[src/rtl/jpm_pkg.sv]
package jpm_pkg;

  typedef struct packed {
    logic out;
    logic oe;
  } pin_drv_t;

  // Converts an active-high "ok" level into a pad drive for the selected mode.
  function automatic pin_drv_t status_drive(input logic level, input logic open_drain);
    pin_drv_t d;
    if (open_drain) begin
      d.out = 1'b0;
      d.oe  = ~level;
    end else begin
      d.out = level;
      d.oe  = 1'b1;
    end
    return d;
  endfunction

endpackage

[src/rtl/jpm_mode_ctrl.sv]
module jpm_mode_ctrl #(
  parameter int HOST_W      = 8,
  parameter int HOST_EN_BIT = 0
) (
  input  logic              clk,
  input  logic              rst,
  input  logic              cfg_blank,
  input  logic              cfg_dedicated,
  input  logic              pld_jtag_en,
  input  logic              host_we,
  input  logic [HOST_W-1:0] host_wdata,
  input  logic              ext_cmd,
  output logic              jtag_on_q,
  output logic              ext_on_q
);

  logic host_q;
  logic host_d;
  logic jon_d;
  logic ext_d;
  logic unused_wdata;

  assign unused_wdata = ^host_wdata;

  always_comb begin
    host_d = host_we ? host_wdata[HOST_EN_BIT] : host_q;
    jon_d  = cfg_blank | cfg_dedicated | pld_jtag_en | host_d;
    ext_d  = jon_d & (ext_on_q | (ext_cmd & jtag_on_q));
  end

  always_ff @(posedge clk) begin
    if (rst) begin
      host_q    <= 1'b0;
      jtag_on_q <= 1'b0;
      ext_on_q  <= 1'b0;
    end else begin
      host_q    <= host_d;
      jtag_on_q <= jon_d;
      ext_on_q  <= ext_d;
    end
  end


  ext_needs_jtag_chk: assert property (@(posedge clk) disable iff (rst)
    ext_on_q |-> jtag_on_q);


  ext_rise_cause_chk: assert property (@(posedge clk) disable iff (rst)
    $rose(ext_on_q) |-> ($past(ext_cmd) && $past(jtag_on_q)));


  host_reset_clear_chk: assert property (@(posedge clk) disable iff (rst)
    $past(rst) |-> !host_q);


  dedicated_forces_on_chk: assert property (@(posedge clk) disable iff (rst)
    ($past(cfg_dedicated) && !$past(rst)) |-> jtag_on_q);

endmodule

[src/rtl/jpm_status_drv.sv]
module jpm_status_drv #(
  parameter int N_STS = 2
) (
  input  logic             clk,
  input  logic             rst,
  input  logic [N_STS-1:0] flag_hi,
  input  logic [N_STS-1:0] od_sel,
  output logic [N_STS-1:0] drv_out,
  output logic [N_STS-1:0] drv_oe
);
  import jpm_pkg::*;

  for (genvar g = 0; g < N_STS; g++) begin : g_sts
    logic     level_q;
    pin_drv_t drv;

    always_ff @(posedge clk) begin
      if (rst) level_q <= 1'b1;
      else     level_q <= ~flag_hi[g];
    end

    assign drv        = status_drive(level_q, od_sel[g]);
    assign drv_out[g] = drv.out;
    assign drv_oe[g]  = drv.oe;


    level_follow_chk: assert property (@(posedge clk) disable iff (rst)
      (!od_sel[g] && $past(flag_hi[g]) && !$past(rst)) |-> !drv_out[g]);


    od_release_chk: assert property (@(posedge clk) disable iff (rst)
      (od_sel[g] && !$past(flag_hi[g]) && !$past(rst)) |-> (!drv_oe[g] && !drv_out[g]));
  end

endmodule

[src/rtl/jpm_pad_mux.sv]
module jpm_pad_mux #(
  parameter int NPINS    = 8,
  parameter int PIN_TMS  = 0,
  parameter int PIN_TCK  = 1,
  parameter int PIN_STAT = 3,
  parameter int PIN_ERR  = 4,
  parameter int PIN_TDI  = 5,
  parameter int PIN_TDO  = 6
) (
  input  logic             clk,
  input  logic             rst,
  input  logic             jtag_on,
  input  logic             ext_on,
  input  logic [1:0]       sts_out,
  input  logic [1:0]       sts_oe,
  input  logic             prog_tdo,
  input  logic [NPINS-1:0] gpio_out,
  input  logic [NPINS-1:0] gpio_oe,
  input  logic [NPINS-1:0] pad_in,
  output logic [NPINS-1:0] gpio_in,
  output logic [NPINS-1:0] pad_out,
  output logic [NPINS-1:0] pad_oe,
  output logic             prog_tms,
  output logic             prog_tck,
  output logic             prog_tdi
);

  assign gpio_in = pad_in;

  assign prog_tms = jtag_on ? pad_in[PIN_TMS] : 1'b1;
  assign prog_tck = jtag_on ? pad_in[PIN_TCK] : 1'b0;
  assign prog_tdi = jtag_on ? pad_in[PIN_TDI] : 1'b1;

  for (genvar p = 0; p < NPINS; p++) begin : g_pad
    if (p == PIN_TMS || p == PIN_TCK || p == PIN_TDI) begin : g_jin
      assign pad_out[p] = jtag_on ? 1'b0 : gpio_out[p];
      assign pad_oe[p]  = jtag_on ? 1'b0 : gpio_oe[p];
    end else if (p == PIN_TDO) begin : g_jout
      assign pad_out[p] = jtag_on ? prog_tdo : gpio_out[p];
      assign pad_oe[p]  = jtag_on | gpio_oe[p];
    end else if (p == PIN_STAT) begin : g_stat
      assign pad_out[p] = ext_on ? sts_out[0] : gpio_out[p];
      assign pad_oe[p]  = ext_on ? sts_oe[0]  : gpio_oe[p];
    end else if (p == PIN_ERR) begin : g_err
      assign pad_out[p] = ext_on ? sts_out[1] : gpio_out[p];
      assign pad_oe[p]  = ext_on ? sts_oe[1]  : gpio_oe[p];
    end else begin : g_gpio
      assign pad_out[p] = gpio_out[p];
      assign pad_oe[p]  = gpio_oe[p];
    end
  end


  tdo_drive_chk: assert property (@(posedge clk) disable iff (rst)
    jtag_on |-> (pad_oe[PIN_TDO] && pad_out[PIN_TDO] == prog_tdo));


  jtag_inputs_hiz_chk: assert property (@(posedge clk) disable iff (rst)
    jtag_on |-> !(pad_oe[PIN_TMS] | pad_oe[PIN_TCK] | pad_oe[PIN_TDI]));


  gpio_pass_chk: assert property (@(posedge clk) disable iff (rst)
    !jtag_on |-> (pad_oe == gpio_oe && pad_out == gpio_out && prog_tms && !prog_tck));

endmodule

[src/rtl/jtag_pin_mux.sv]
module jtag_pin_mux #(
  parameter int NPINS       = 8,
  parameter int HOST_W      = 8,
  parameter int HOST_EN_BIT = 0,
  parameter int PIN_TMS     = 0,
  parameter int PIN_TCK     = 1,
  parameter int PIN_STAT    = 3,
  parameter int PIN_ERR     = 4,
  parameter int PIN_TDI     = 5,
  parameter int PIN_TDO     = 6
) (
  input  logic              clk,
  input  logic              rst,
  input  logic              cfg_blank,
  input  logic              cfg_dedicated,
  input  logic              pld_jtag_en,
  input  logic              host_we,
  input  logic [HOST_W-1:0] host_wdata,
  input  logic              ext_cmd,
  input  logic              stat_od,
  input  logic              err_od,
  input  logic              eng_busy,
  input  logic              eng_error,
  input  logic              prog_tdo,
  output logic              prog_tms,
  output logic              prog_tck,
  output logic              prog_tdi,
  input  logic [NPINS-1:0]  gpio_out,
  input  logic [NPINS-1:0]  gpio_oe,
  output logic [NPINS-1:0]  gpio_in,
  input  logic [NPINS-1:0]  pad_in,
  output logic [NPINS-1:0]  pad_out,
  output logic [NPINS-1:0]  pad_oe
);

  localparam int N_STS = 2;

  logic             jtag_on_q;
  logic             ext_on_q;
  logic [N_STS-1:0] sts_out;
  logic [N_STS-1:0] sts_oe;

  jpm_mode_ctrl #(
    .HOST_W      (HOST_W),
    .HOST_EN_BIT (HOST_EN_BIT)
  ) u_mode (
    .clk           (clk),
    .rst           (rst),
    .cfg_blank     (cfg_blank),
    .cfg_dedicated (cfg_dedicated),
    .pld_jtag_en   (pld_jtag_en),
    .host_we       (host_we),
    .host_wdata    (host_wdata),
    .ext_cmd       (ext_cmd),
    .jtag_on_q     (jtag_on_q),
    .ext_on_q      (ext_on_q)
  );

  jpm_status_drv #(
    .N_STS (N_STS)
  ) u_sts (
    .clk     (clk),
    .rst     (rst),
    .flag_hi ({eng_error, eng_busy}),
    .od_sel  ({err_od, stat_od}),
    .drv_out (sts_out),
    .drv_oe  (sts_oe)
  );

  jpm_pad_mux #(
    .NPINS    (NPINS),
    .PIN_TMS  (PIN_TMS),
    .PIN_TCK  (PIN_TCK),
    .PIN_STAT (PIN_STAT),
    .PIN_ERR  (PIN_ERR),
    .PIN_TDI  (PIN_TDI),
    .PIN_TDO  (PIN_TDO)
  ) u_mux (
    .clk      (clk),
    .rst      (rst),
    .jtag_on  (jtag_on_q),
    .ext_on   (ext_on_q),
    .sts_out  (sts_out),
    .sts_oe   (sts_oe),
    .prog_tdo (prog_tdo),
    .gpio_out (gpio_out),
    .gpio_oe  (gpio_oe),
    .pad_in   (pad_in),
    .gpio_in  (gpio_in),
    .pad_out  (pad_out),
    .pad_oe   (pad_oe),
    .prog_tms (prog_tms),
    .prog_tck (prog_tck),
    .prog_tdi (prog_tdi)
  );

endmodule

[config.mk]
export PLATFORM = sky130hd
export DESIGN_NAME = jtag_pin_mux
export DESIGN_NICKNAME = d
export VERILOG_FILES = /design/src/rtl/jpm_pkg.sv /design/src/rtl/jpm_mode_ctrl.sv /design/src/rtl/jpm_status_drv.sv /design/src/rtl/jpm_pad_mux.sv /design/src/rtl/jtag_pin_mux.sv
export SDC_FILE = /design/constraint.sdc
export NUM_CORES = 1
export LEC_CHECK = 0
export CAP_MARGIN = 20
export CORE_AREA = 4 4 41 43
export DETAILED_ROUTE_END_ITERATION = 7
export DIE_AREA = 0 0 45 47
export DONT_BUFFER_PORTS = 1
export PLACE_DENSITY_LB_ADDON = 0.08
export SYNTH_ARGS = -nofsm -noshare
export SYNTH_HDL_FRONTEND = slang
export SYNTH_SLANG_ARGS = --single-unit
[constraint.sdc]
create_clock -name clk -period 0.95 [get_ports clk]
set_input_delay 0.19 -clock clk [delete_from_list [all_inputs] [get_ports clk]]
set_output_delay 0.19 -clock clk [all_outputs]
set_load 0.01 [all_outputs]
==> metrics.md, run 1 <==
| Metric | Value |
|---|---|
| Status | `finished with violations` |
| Violated checks | `setup timing` |
| Max-slew violations | `0` |
| Maximum vdd drop | `655 uV` |
| Die ar. | `0.00212 mm^2` |
| Final period util | `120%` |
| Max_cap viols | `0` |
| Skew final | `0.000120 ns` |
| Slew @ Worst Pin | `0.277 ns` |
| DP Wirelength | `768 um` |
| WP data arrival | `0.95 ns` |
| CP endpoint kind | `primary output` |
| First-pass GRT wire length | `1360 um` |
| Critical Path Fanout Max | `5` |
| RSZ-0062 raised after global routing | `yes` |
| Mapped Area | `384 um^2` |
| Met3 wire length | `134 um` |
| Post-route cell area | `428 um^2` |
| Clock-pin slew of the registers on the worst-case setup and hold paths | `0.04 ns` |
| DRT Pass-1 Iters | `2` |
| Ratio of cells with drive above 1 in the final layout | `52.4%` |
| Largest net degree at the start of global routing | `10` |
| Initial Utilization | `29.5%` |
| Fmax achieved | `0.879 GHz` |
| Die Width | `45 um` |
| Pwr Total | `0.000617 W` |
| WP data required | `0.76 ns` |
| Final Hold Fails | `0` |
| Root buf cell | `clkbuf_4` |
| Relative slew slack | `81.0%` |
| Die Ht | `47 um` |
| Initial antenna violation count | `0` |
| Post-synth cell types | `17` |
| Skew-Pair Late Insertion Delay | `0.24 ns` |
| Yosys warning count | `0` |
| Num rows | `13` |
| CP startpoint kind | `flop` |
| CTS tree | `done` |
| Utilization after layout | `32.9%` |
| Nets | `87` |
| Routed wire length | `980 um` |
| Async SR Flop Fraction | `0%` |
| Remaining DRCs | `0` |
| Syn Area/Cell | `8.00 um^2` |
| Synth cell count leaders | `13 x buf_4, 6 x nor2b_1, 5 x dfxtp_1, 4 x nand2b_1, 3 x nor2_1` |
| Total grt overflow | `0` |
| Metal2 WL | `530 um` |
| Pre-CTS WS | `-0.0382 ns` |
| Number of global-route vias before repair | `314` |
| CTS buffer count | `3` |
| Longest Clk Path Bufs | `2` |
| CORE AREA | `0.00130 mm^2` |
| First DRT Iteration DRCs | `1` |
| Routed Antenna Nets | `0` |
| DRT met1 WL | `257 um` |
| Total GRT Usage | `9.08%` |
| Post-synthesis cell count | `48` |
| Synth top area cells | `dfxtp_1 26%, buf_4 25%, nor2b_1 9.8%, nand2b_1 6.5%, a211oi_2 3.3%` |
| Sequential-to-total area share from yosys stat | `26.1%` |
| Fin crit period | `1.14 ns` |
| H-tree levels | `1` |
| CP Class | `reg -> out` |
| Power per cell area | `1440 mW/mm^2` |
| DR WL/cell | `17.2 um` |
| Gpl congestion | `0.566` |
| I/O pin cnt | `71` |
| Clock sinks | `5` |
| Yosys top cell area share | `26.1%` |
| Setup bufs post-CTS | `0` |
| Leading area contributor after synthesis | `dfxtp_1` |
| DP Area | `309 um^2` |
| Worst hold path type | `in -> reg` |
| Via count | `286` |
| Synthesized Nets | `92` |
| Cell leakage power | `0.175 nW` |
| Register bit total from synthesis | `5` |
| Highest metal used | `met4` |
| Number of flops mapped to enable cells by yosys | `0` |
| Layout area overhead | `11.4%` |
| Detail-routed via count per cell | `5.02` |
| Most common cell in the netlist | `buf_4` |
| Setup violators final | `15` |
| Antenna cells | `0` |
| Port bufs | `0` |
| Setup TNS | `-2.15 ns` |
| Setup ws final | `-0.187 ns` |
| Dominant synthesized flop cell | `dfxtp_1` |
## through the flow
stage                     hold slack (ns)  cells
final                              0.0185     57
after global routing              0.00686     57
after CTS                         0.00808     57
after detailed placement            0.258     51
after global placement              0.257     51
after floorplan                     0.255     48
## cells by family (layout without fill, tap and decap cells)
logic type      after synthesis  count (layout)  synth area share (%)
compound gates                7               7                  12.4
flops                         5               5                  26.1
simple gates                 18              18                  25.7
buf+inv                      16              10                  30.3
mux                           2               2                  5.54
## final cells by class
cell class                 instances  area [um^2]
multi-input combinational         27          231
clock buffer                       4         26.3
sequential                         5          108
fill                             148          873
tap                               15         18.8
inverter                           2         7.51
timing repair buffer               4         36.3
## timing repair
item	CTS	global route
gates resized for setup	16	5
endpoints found under the hold margin	2	0
hold buffers	1	0
pin swaps	3	0
setup endpoints to repair	15	15
gates cloned	1	0
## worst paths after layout
| check | startpoint | to | slack, ns | cells after the start |
|---|---|---|---|---|
| worst min-delay path | rst | u_mode.host_q$_SDFF_PP0_ | 0.02 | 1 |
| worst min register to register | u_mode.host_q$_SDFF_PP0_ | u_mode.host_q$_SDFF_PP0_ | 0.54 | 2 |
| worst max-delay path | u_mode.jtag_on_q$_SDFF_PP0_ | pad_oe[6] | -0.19 | 2 |
| worst max register to register | u_mode.ext_on_q$_SDFF_PP0_ | u_mode.ext_on_q$_SDFF_PP0_ | 0.10 | 3 |
## flip-flops by register name (all words and copies together) (netlist names)
signal               flops
u_mode.ext_on_q          1
u_mode.host_q            1
u_sts.g_sts.level_q      2
u_mode.jtag_on_q         1
## routing by layer
metal  up-vias  GRT usage [%]
met5         -              0
met4         0           13.5
met3        12           2.30
met2        23           14.4
met1       121           7.94
li1        130              -
## layout by cell type (no fill, tap or decap)
master / n
nor2_2: 1
nor3_1: 1
clkbuf_4: 3
buf_6: 1
nand2_2: 2
or2_4: 1
nand2b_4: 1
mux2i_1: 1
inv_1: 2
buf_4: 2
clkbuf_1: 1
a211oi_2: 1
o22ai_2: 2
dfxtp_4: 2
a21oi_1: 2
dlygate4sd3_1: 1
nor2b_1: 4
nor2b_4: 2
a31oi_2: 2
dfxtp_1: 3
nor2_1: 2
and2_4: 1
nand2b_1: 3
mux2_4: 1
## critical path, cell delays in order, from the launching register on
cell and delay [ns]:
dfxtp_4 0.35, buf_6 0.12, or2_4 0.24
## report_power, final
part	switching (W)	internal, W	leakage [nW]
sequential	0.0000183	0.000223	0.0427
combinational	0.0000684	0.0000709	0.117
clock	0.0000785	0.000158	0.0150
total	0.000165	0.000452	0.175
Power figures use the tool's default switching activity.
==> run 2, diff against run 1 <==
--- a/config.mk
+++ b/config.mk
@@ -6,7 +6,10 @@
 export NUM_CORES = 1
 export LEC_CHECK = 0
 export CAP_MARGIN = 20
+export CELL_PAD_IN_SITES_DETAIL_PLACEMENT = 1
+export CELL_PAD_IN_SITES_GLOBAL_PLACEMENT = 1
 export CORE_AREA = 4 4 41 43
+export CTS_BUF_LIST = sky130_fd_sc_hd__clkbuf_2
 export DETAILED_ROUTE_END_ITERATION = 7
 export DIE_AREA = 0 0 45 47
 export DONT_BUFFER_PORTS = 1
==> metrics.md, run 2 (synthesis gave the netlist of run 1 again) <==
| Metric | Value |
|---|---|
| Max-slew violations | `0 (unchanged)` |
| RSZ-0062 raised after global routing | `yes (unchanged)` |
| Clock-pin slew of the registers on the worst-case setup and hold paths | `0.05 ns (was 0.04 ns)` |
| Gpl congestion | `0.714 (was 0.566)` |
| Clock sinks | `5 (unchanged)` |
| Maximum vdd drop | `505 uV (was 655 uV)` |
| WP data required | `0.76 ns (about the same)` |
| DP Wirelength | `867 um (was 768 um)` |
| Slowest CP cell | `dfxtp_4 (unchanged)` |
| Power per cell area | `1270 mW/mm^2 (was 1440 mW/mm^2)` |
| First DRT Iteration DRCs | `1 (unchanged)` |
| Final period util | `121% (was 120%)` |
| Largest register by flop count | `u_sts.g_sts.level_q (unchanged)` |
| Non-Filler Instances | `59 (was 57)` |
| Initial Utilization | `29.5% (unchanged)` |
| Total grt overflow | `0 (unchanged)` |
| Violated checks | `setup timing (unchanged)` |
| Setup violators final | `15 (unchanged)` |
| CORE AREA | `0.00130 mm^2 (unchanged)` |
| Final Hold Fails | `0 (unchanged)` |
| First-pass GRT wire length | `1510 um (was 1360 um)` |
| Total GRT Usage | `10.0% (was 9.08%)` |
| Crit path cell chain | `buf_6 -> a31oi_4 -> buf_4 (was buf_6 -> or2_4)` |
| Detail-routed via count per cell | `5.36 (was 5.02)` |
| Max_cap viols | `0 (unchanged)` |
| Fmax achieved | `0.867 GHz (was 0.879 GHz)` |
| Via count | `316 (was 286)` |
| Cts hold-fix bufs | `0 (was 1)` |
| Worst hold path type | `in -> reg (unchanged)` |
| CTS tree | `done (unchanged)` |
| Fin crit period | `1.15 ns (was 1.14 ns)` |
| Cell leakage power | `0.217 nW (was 0.175 nW)` |
| Routed wire length | `1180 um (was 980 um)` |
| Longest Clk Path Bufs | `2 (unchanged)` |
| Most common cell after layout, fill and taps aside | `nor2b_4 (was nor2b_1)` |
| DRT Pass-1 Iters | `4 (was 2)` |
| Largest net degree at the start of global routing | `10 (unchanged)` |
| Critical Path Fanout Max | `6 (was 5)` |
| Num rows | `13 (unchanged)` |
| Skew final | `0.00252 ns (was 0.000120 ns)` |
| Die Ht | `47 um (unchanged)` |
| I/O pin cnt | `71 (unchanged)` |
| Setup ws final | `-0.203 ns (was -0.187 ns)` |
| Status | `finished with violations (unchanged)` |
| Number of global-route vias before repair | `346 (was 314)` |
| DR WL/cell | `20.1 um (was 17.2 um)` |
| Most frequent cells in the layout | `6 x nor2b_4, 4 x clkbuf_2, 3 x nor2_1, 3 x buf_4, 3 x dfxtp_1 (was 4 x nor2b_1, 3 x nand2b_1, 3 x clkbuf_4, 3 x dfxtp_1)` |
| Ratio of cells with drive above 1 in the final layout | `61.4% (was 52.4%)` |
| CP startpoint kind | `flop (unchanged)` |
| Port bufs | `0 (unchanged)` |
| Die Width | `45 um (unchanged)` |
| Remaining DRCs | `0 (unchanged)` |
| Antenna cells | `0 (unchanged)` |
| CP max stage delay | `0.36 ns (was 0.35 ns)` |
| Root buf cell | `clkbuf_2 (was clkbuf_4)` |
| Die ar. | `0.00212 mm^2 (unchanged)` |
| WHS | `0.0296 ns (was 0.0185 ns)` |
| CP Class | `reg -> out (unchanged)` |
| H-tree levels | `1 (unchanged)` |
| CP endpoint kind | `primary output (unchanged)` |
| Relative slew slack | `80.1% (was 81.0%)` |
| CTS buffer count | `3 (unchanged)` |
| WP data arrival | `0.96 ns (was 0.95 ns)` |
| Layout area overhead | `27.4% (was 11.4%)` |
| Routed Antenna Nets | `0 (unchanged)` |
| Placed insts | `53 (was 51)` |
| Skew-Pair Late Insertion Delay | `0.21 ns (was 0.24 ns)` |
| Slew @ Worst Pin | `0.290 ns (was 0.277 ns)` |
| Max FFs per register | `2 (unchanged)` |
| Initial antenna violation count | `0 (unchanged)` |
| Nets | `89 (was 87)` |
run 2: cell types whose count changed in the layout (fill, tap and decap cells not counted), sizes merged:
cell,before,now
buf,3,6
dlygate4sd3,1,0
run 2: repair_timing:
item | in CTS | in global routing
hold endpoints to repair | 0 | 0
setup buffers | 0 | 1
gates cloned | 1 | 0
pin swaps | 3 | 1
gates resized for setup | 17 | 16
setup endpoints to repair | 15 | 15
run 2: routing by layer:
| metal | part of all wire (%) | track usage, % | up-vias |
|---|---|---|---|
| met5 | 0 | 0 | - |
| met4 | 4.9 | 14.6 | 0 |
| met3 | 12 | 2.68 | 16 |
| met2 | 57 | 15.8 | 20 |
| met1 | 26 | 8.88 | 145 |
| li1 | - | - | 135 |
run 2: per-stage QoR:
step | util [%] | TNS (ns) | setup slack [ns] | area (um^2) | power, W
finish | 37.6 | -1.68 | -0.203 | 489 | 0.000619
global route | 37.6 | -2.39 | -0.258 | 489 | 0.000654
CTS | 31.6 | -2.21 | -0.194 | 412 | 0.000589
detailed placement | 24.9 | -0.230 | -0.0661 | 324 | 0.000354
global placement | 24.9 | -0.0925 | -0.0319 | 324 | 0.000351
floorplan | - | 0 | 0.0536 | 384 | 0.000382
run 2: path summary, 6_finish.rpt:
check,start,end,slack [ns],cells after the start
worst min register to register,u_mode.host_q$_SDFF_PP0_,u_mode.host_q$_SDFF_PP0_,0.56,2
worst max-delay path,u_mode.ext_on_q$_SDFF_PP0_,pad_oe[4],-0.20,3
worst min-delay path,rst,u_mode.ext_on_q$_SDFF_PP0_,0.03,1
worst max register to register,u_mode.ext_on_q$_SDFF_PP0_,u_mode.ext_on_q$_SDFF_PP0_,0,4
run 2: power by group:
part / switching [W] / internal, W
clock network: 0.0000777 / 0.000111
registers: 0.0000148 / 0.000222
logic: 0.0000882 / 0.000105
total: 0.000181 / 0.000438
run 2: layout make-up:
class	instances	area [um^2]
clock buffer	4	20.0
fill	153	812
inverter	2	7.51
multi-input combinational	27	272
sequential	5	108
tap	15	18.8
timing repair buffer	6	63.8
run 2: worst max-delay path, delay by kind of cell (launching register included):
family | cells | cell delay, ns
flops | 1 | 0.36
compound gates | 1 | 0.12
buf+inv | 2 | 0.27
==> run 3, diff against run 2 <==
--- a/config.mk
+++ b/config.mk
@@ -13,7 +13,7 @@
 export DETAILED_ROUTE_END_ITERATION = 7
 export DIE_AREA = 0 0 45 47
 export DONT_BUFFER_PORTS = 1
-export PLACE_DENSITY_LB_ADDON = 0.08
+export PLACE_DENSITY_LB_ADDON = 0.1
 export SYNTH_ARGS = -nofsm -noshare
 export SYNTH_HDL_FRONTEND = slang
 export SYNTH_SLANG_ARGS = --single-unit
==> metrics.md, run 3 (synthesis gave the netlist of run 1 again) <==
| Metric | Value |
|---|---|
| Cell leakage power | `0.178 nW (was 0.217 nW)` |
| Utilization after layout | `33.3% (was 37.6%)` |
| Routed Antenna Nets | `0 (unchanged)` |
| Fin crit period | `1.10 ns (was 1.15 ns)` |
| DRT Pass-1 Iters | `1 (was 4)` |
| Via count | `293 (was 316)` |
| H-tree levels | `1 (unchanged)` |
| Critical Path Fanout Max | `5 (was 6)` |
| Initial antenna violation count | `0 (unchanged)` |
| Maximum vdd drop | `737 uV (was 505 uV)` |
| Ratio of cells with drive above 1 in the final layout | `48.8% (was 61.4%)` |
| Most frequent cells in the layout | `4 x nand2b_1, 4 x nor2b_1, 4 x clkbuf_2, 3 x buf_4, 3 x dfxtp_1 (was 6 x nor2b_4, 4 x clkbuf_2, 3 x nor2_1, 3 x buf_4, 3 x dfxtp_1)` |
| CTS tree | `done (unchanged)` |
| Clock network power share | `32.2% (was 30.5%)` |
| Power per cell area | `1360 mW/mm^2 (was 1270 mW/mm^2)` |
| Worst hold path type | `in -> reg (unchanged)` |
| First DRT Iteration DRCs | `0 (was 1)` |
| WP data required | `0.76 ns (about the same)` |
| Setup TNS | `-1.80 ns (was -1.68 ns)` |
| Die ar. | `0.00212 mm^2 (unchanged)` |
| Relative slew slack | `78.7% (was 80.1%)` |
| DP Wirelength | `977 um (was 867 um)` |
| CP endpoint kind | `primary output (unchanged)` |
| Remaining DRCs | `0 (unchanged)` |
| Net Switching | `0.000173 W (was 0.000181 W)` |
| Status | `finished with violations (unchanged)` |
| Clock sinks | `5 (unchanged)` |
| Root buf cell | `clkbuf_2 (unchanged)` |
| RSZ-0062 raised after global routing | `yes (unchanged)` |
| CP Class | `reg -> out (unchanged)` |
| Fmax achieved | `0.906 GHz (was 0.867 GHz)` |
| WP data arrival | `0.91 ns (was 0.96 ns)` |
| Antenna cells | `0 (unchanged)` |
| Skew-Pair Late Insertion Delay | `0.20 ns (was 0.21 ns)` |
| First-pass GRT wire length | `1700 um (was 1510 um)` |
| CTS buffer count | `3 (unchanged)` |
| Number of global-route vias before repair | `308 (was 346)` |
| Cts hold-fix bufs | `0 (unchanged)` |
| Die Width | `45 um (unchanged)` |
| Max_cap viols | `0 (unchanged)` |
| Total grt overflow | `0 (unchanged)` |
| Comb pwr share | `27.6% (was 31.2%)` |
| Total GRT Usage | `11.1% (was 10.0%)` |
| Port bufs | `0 (unchanged)` |
| Layout area overhead | `12.7% (was 27.4%)` |
| Int Power | `0.000418 W (was 0.000438 W)` |
| Violated checks | `setup timing (unchanged)` |
| Setup ws final | `-0.154 ns (was -0.203 ns)` |
| Sequential fraction of design power | `40.2% (was 38.3%)` |
| Setup violators final | `16 (was 15)` |
| I/O pin cnt | `71 (unchanged)` |
| Final period util | `116% (was 121%)` |
| Longest Clk Path Bufs | `2 (unchanged)` |
| Pre-CTS WS | `-0.0820 ns (was -0.0661 ns)` |
| Layout fillers | `154 (was 153)` |
| Die Ht | `47 um (unchanged)` |
| Num rows | `13 (unchanged)` |
| Slew @ Worst Pin | `0.310 ns (was 0.290 ns)` |
| Largest net degree at the start of global routing | `7 (was 10)` |
| Final Hold Fails | `0 (unchanged)` |
| Gpl congestion | `0.693 (was 0.714)` |
| Clock-pin slew of the registers on the worst-case setup and hold paths | `0.06 ns (was 0.05 ns)` |
| DR WL/cell | `20.2 um (was 20.1 um)` |
| Initial Utilization | `29.5% (unchanged)` |
| Max FFs per register | `2 (unchanged)` |
| Sw frac | `29.3% (was 29.2%)` |
| Largest register by flop count | `u_sts.g_sts.level_q (unchanged)` |
| Max-slew violations | `0 (unchanged)` |
| Nets | `88 (was 89)` |
| Skew final | `0.00213 ns (was 0.00252 ns)` |
| WHS | `0.0344 ns (was 0.0296 ns)` |
| CORE AREA | `0.00130 mm^2 (unchanged)` |
| Routed wire length | `1170 um (was 1180 um)` |
| CP startpoint kind | `flop (unchanged)` |
| Detail-routed via count per cell | `5.05 (was 5.36)` |
run 3: per-layer routing:
layer  vias to the layer above  GRT usage [%]  wire [um]
met4                         0           4.09          4
met1                       123           9.84        369
met3                         2           5.36        197
met5                         -              0          0
met2                        34           21.5        601
li1                        134              -          -
run 3: stage by stage:
stage / cells / area (um^2) / total power [W]
floorplan: 48 / 384 / 0.000382
finish: 58 / 433 / 0.000591
global placement: 52 / 317 / 0.000347
global route: 58 / 433 / 0.000619
detailed placement: 52 / 317 / 0.000350
CTS: 58 / 427 / 0.000597
run 3: timing repair:
item                                    CTS  global route
endpoints found under the setup margin   16            16
pin swaps                                 3             1
setup buffers                             1             0
cloned                                    1             0
hold endpoints to repair                  0             0
gates resized for setup                  20             2
run 3: layout make-up:
type / instances / area [um^2] / share of cell area [%]
clock buffers: 4 / 20.0 / 4.62
inverters: 2 / 7.51 / 1.73
multi-input cells: 27 / 236 / 54.6
flip-flops and latches: 5 / 105 / 24.3
well taps: 15 / 18.8 / 4.34
repair buffers: 5 / 45.0 / 10.4
run 3: critical path, stage by stage, from the launching register on:
cell and delay, ns:
dfxtp_2 0.35, buf_6 0.13, or2_4 0.24
run 3: worst paths after layout:
kind / depth (start not counted) / from / to / slack [ns]
worst max register to register: 4 / u_mode.ext_on_q$_SDFF_PP0_ / u_mode.ext_on_q$_SDFF_PP0_ / -0.04
worst min-delay path: 1 / rst / u_mode.ext_on_q$_SDFF_PP0_ / 0.03
worst max-delay path: 2 / u_mode.jtag_on_q$_SDFF_PP0_ / pad_oe[6] / -0.15
worst min register to register: 2 / u_mode.host_q$_SDFF_PP0_ / u_mode.host_q$_SDFF_PP0_ / 0.55
run 3: power by group through the flow:
stage                     sequential, W  clock [W]  combinational, W
after floorplan                0.000232          0          0.000150
after global placement         0.000239          0          0.000107
after detailed placement       0.000240          0          0.000109
after CTS                      0.000237   0.000198          0.000163
after global routing           0.000240   0.000205          0.000174
final                          0.000238   0.000190          0.000163
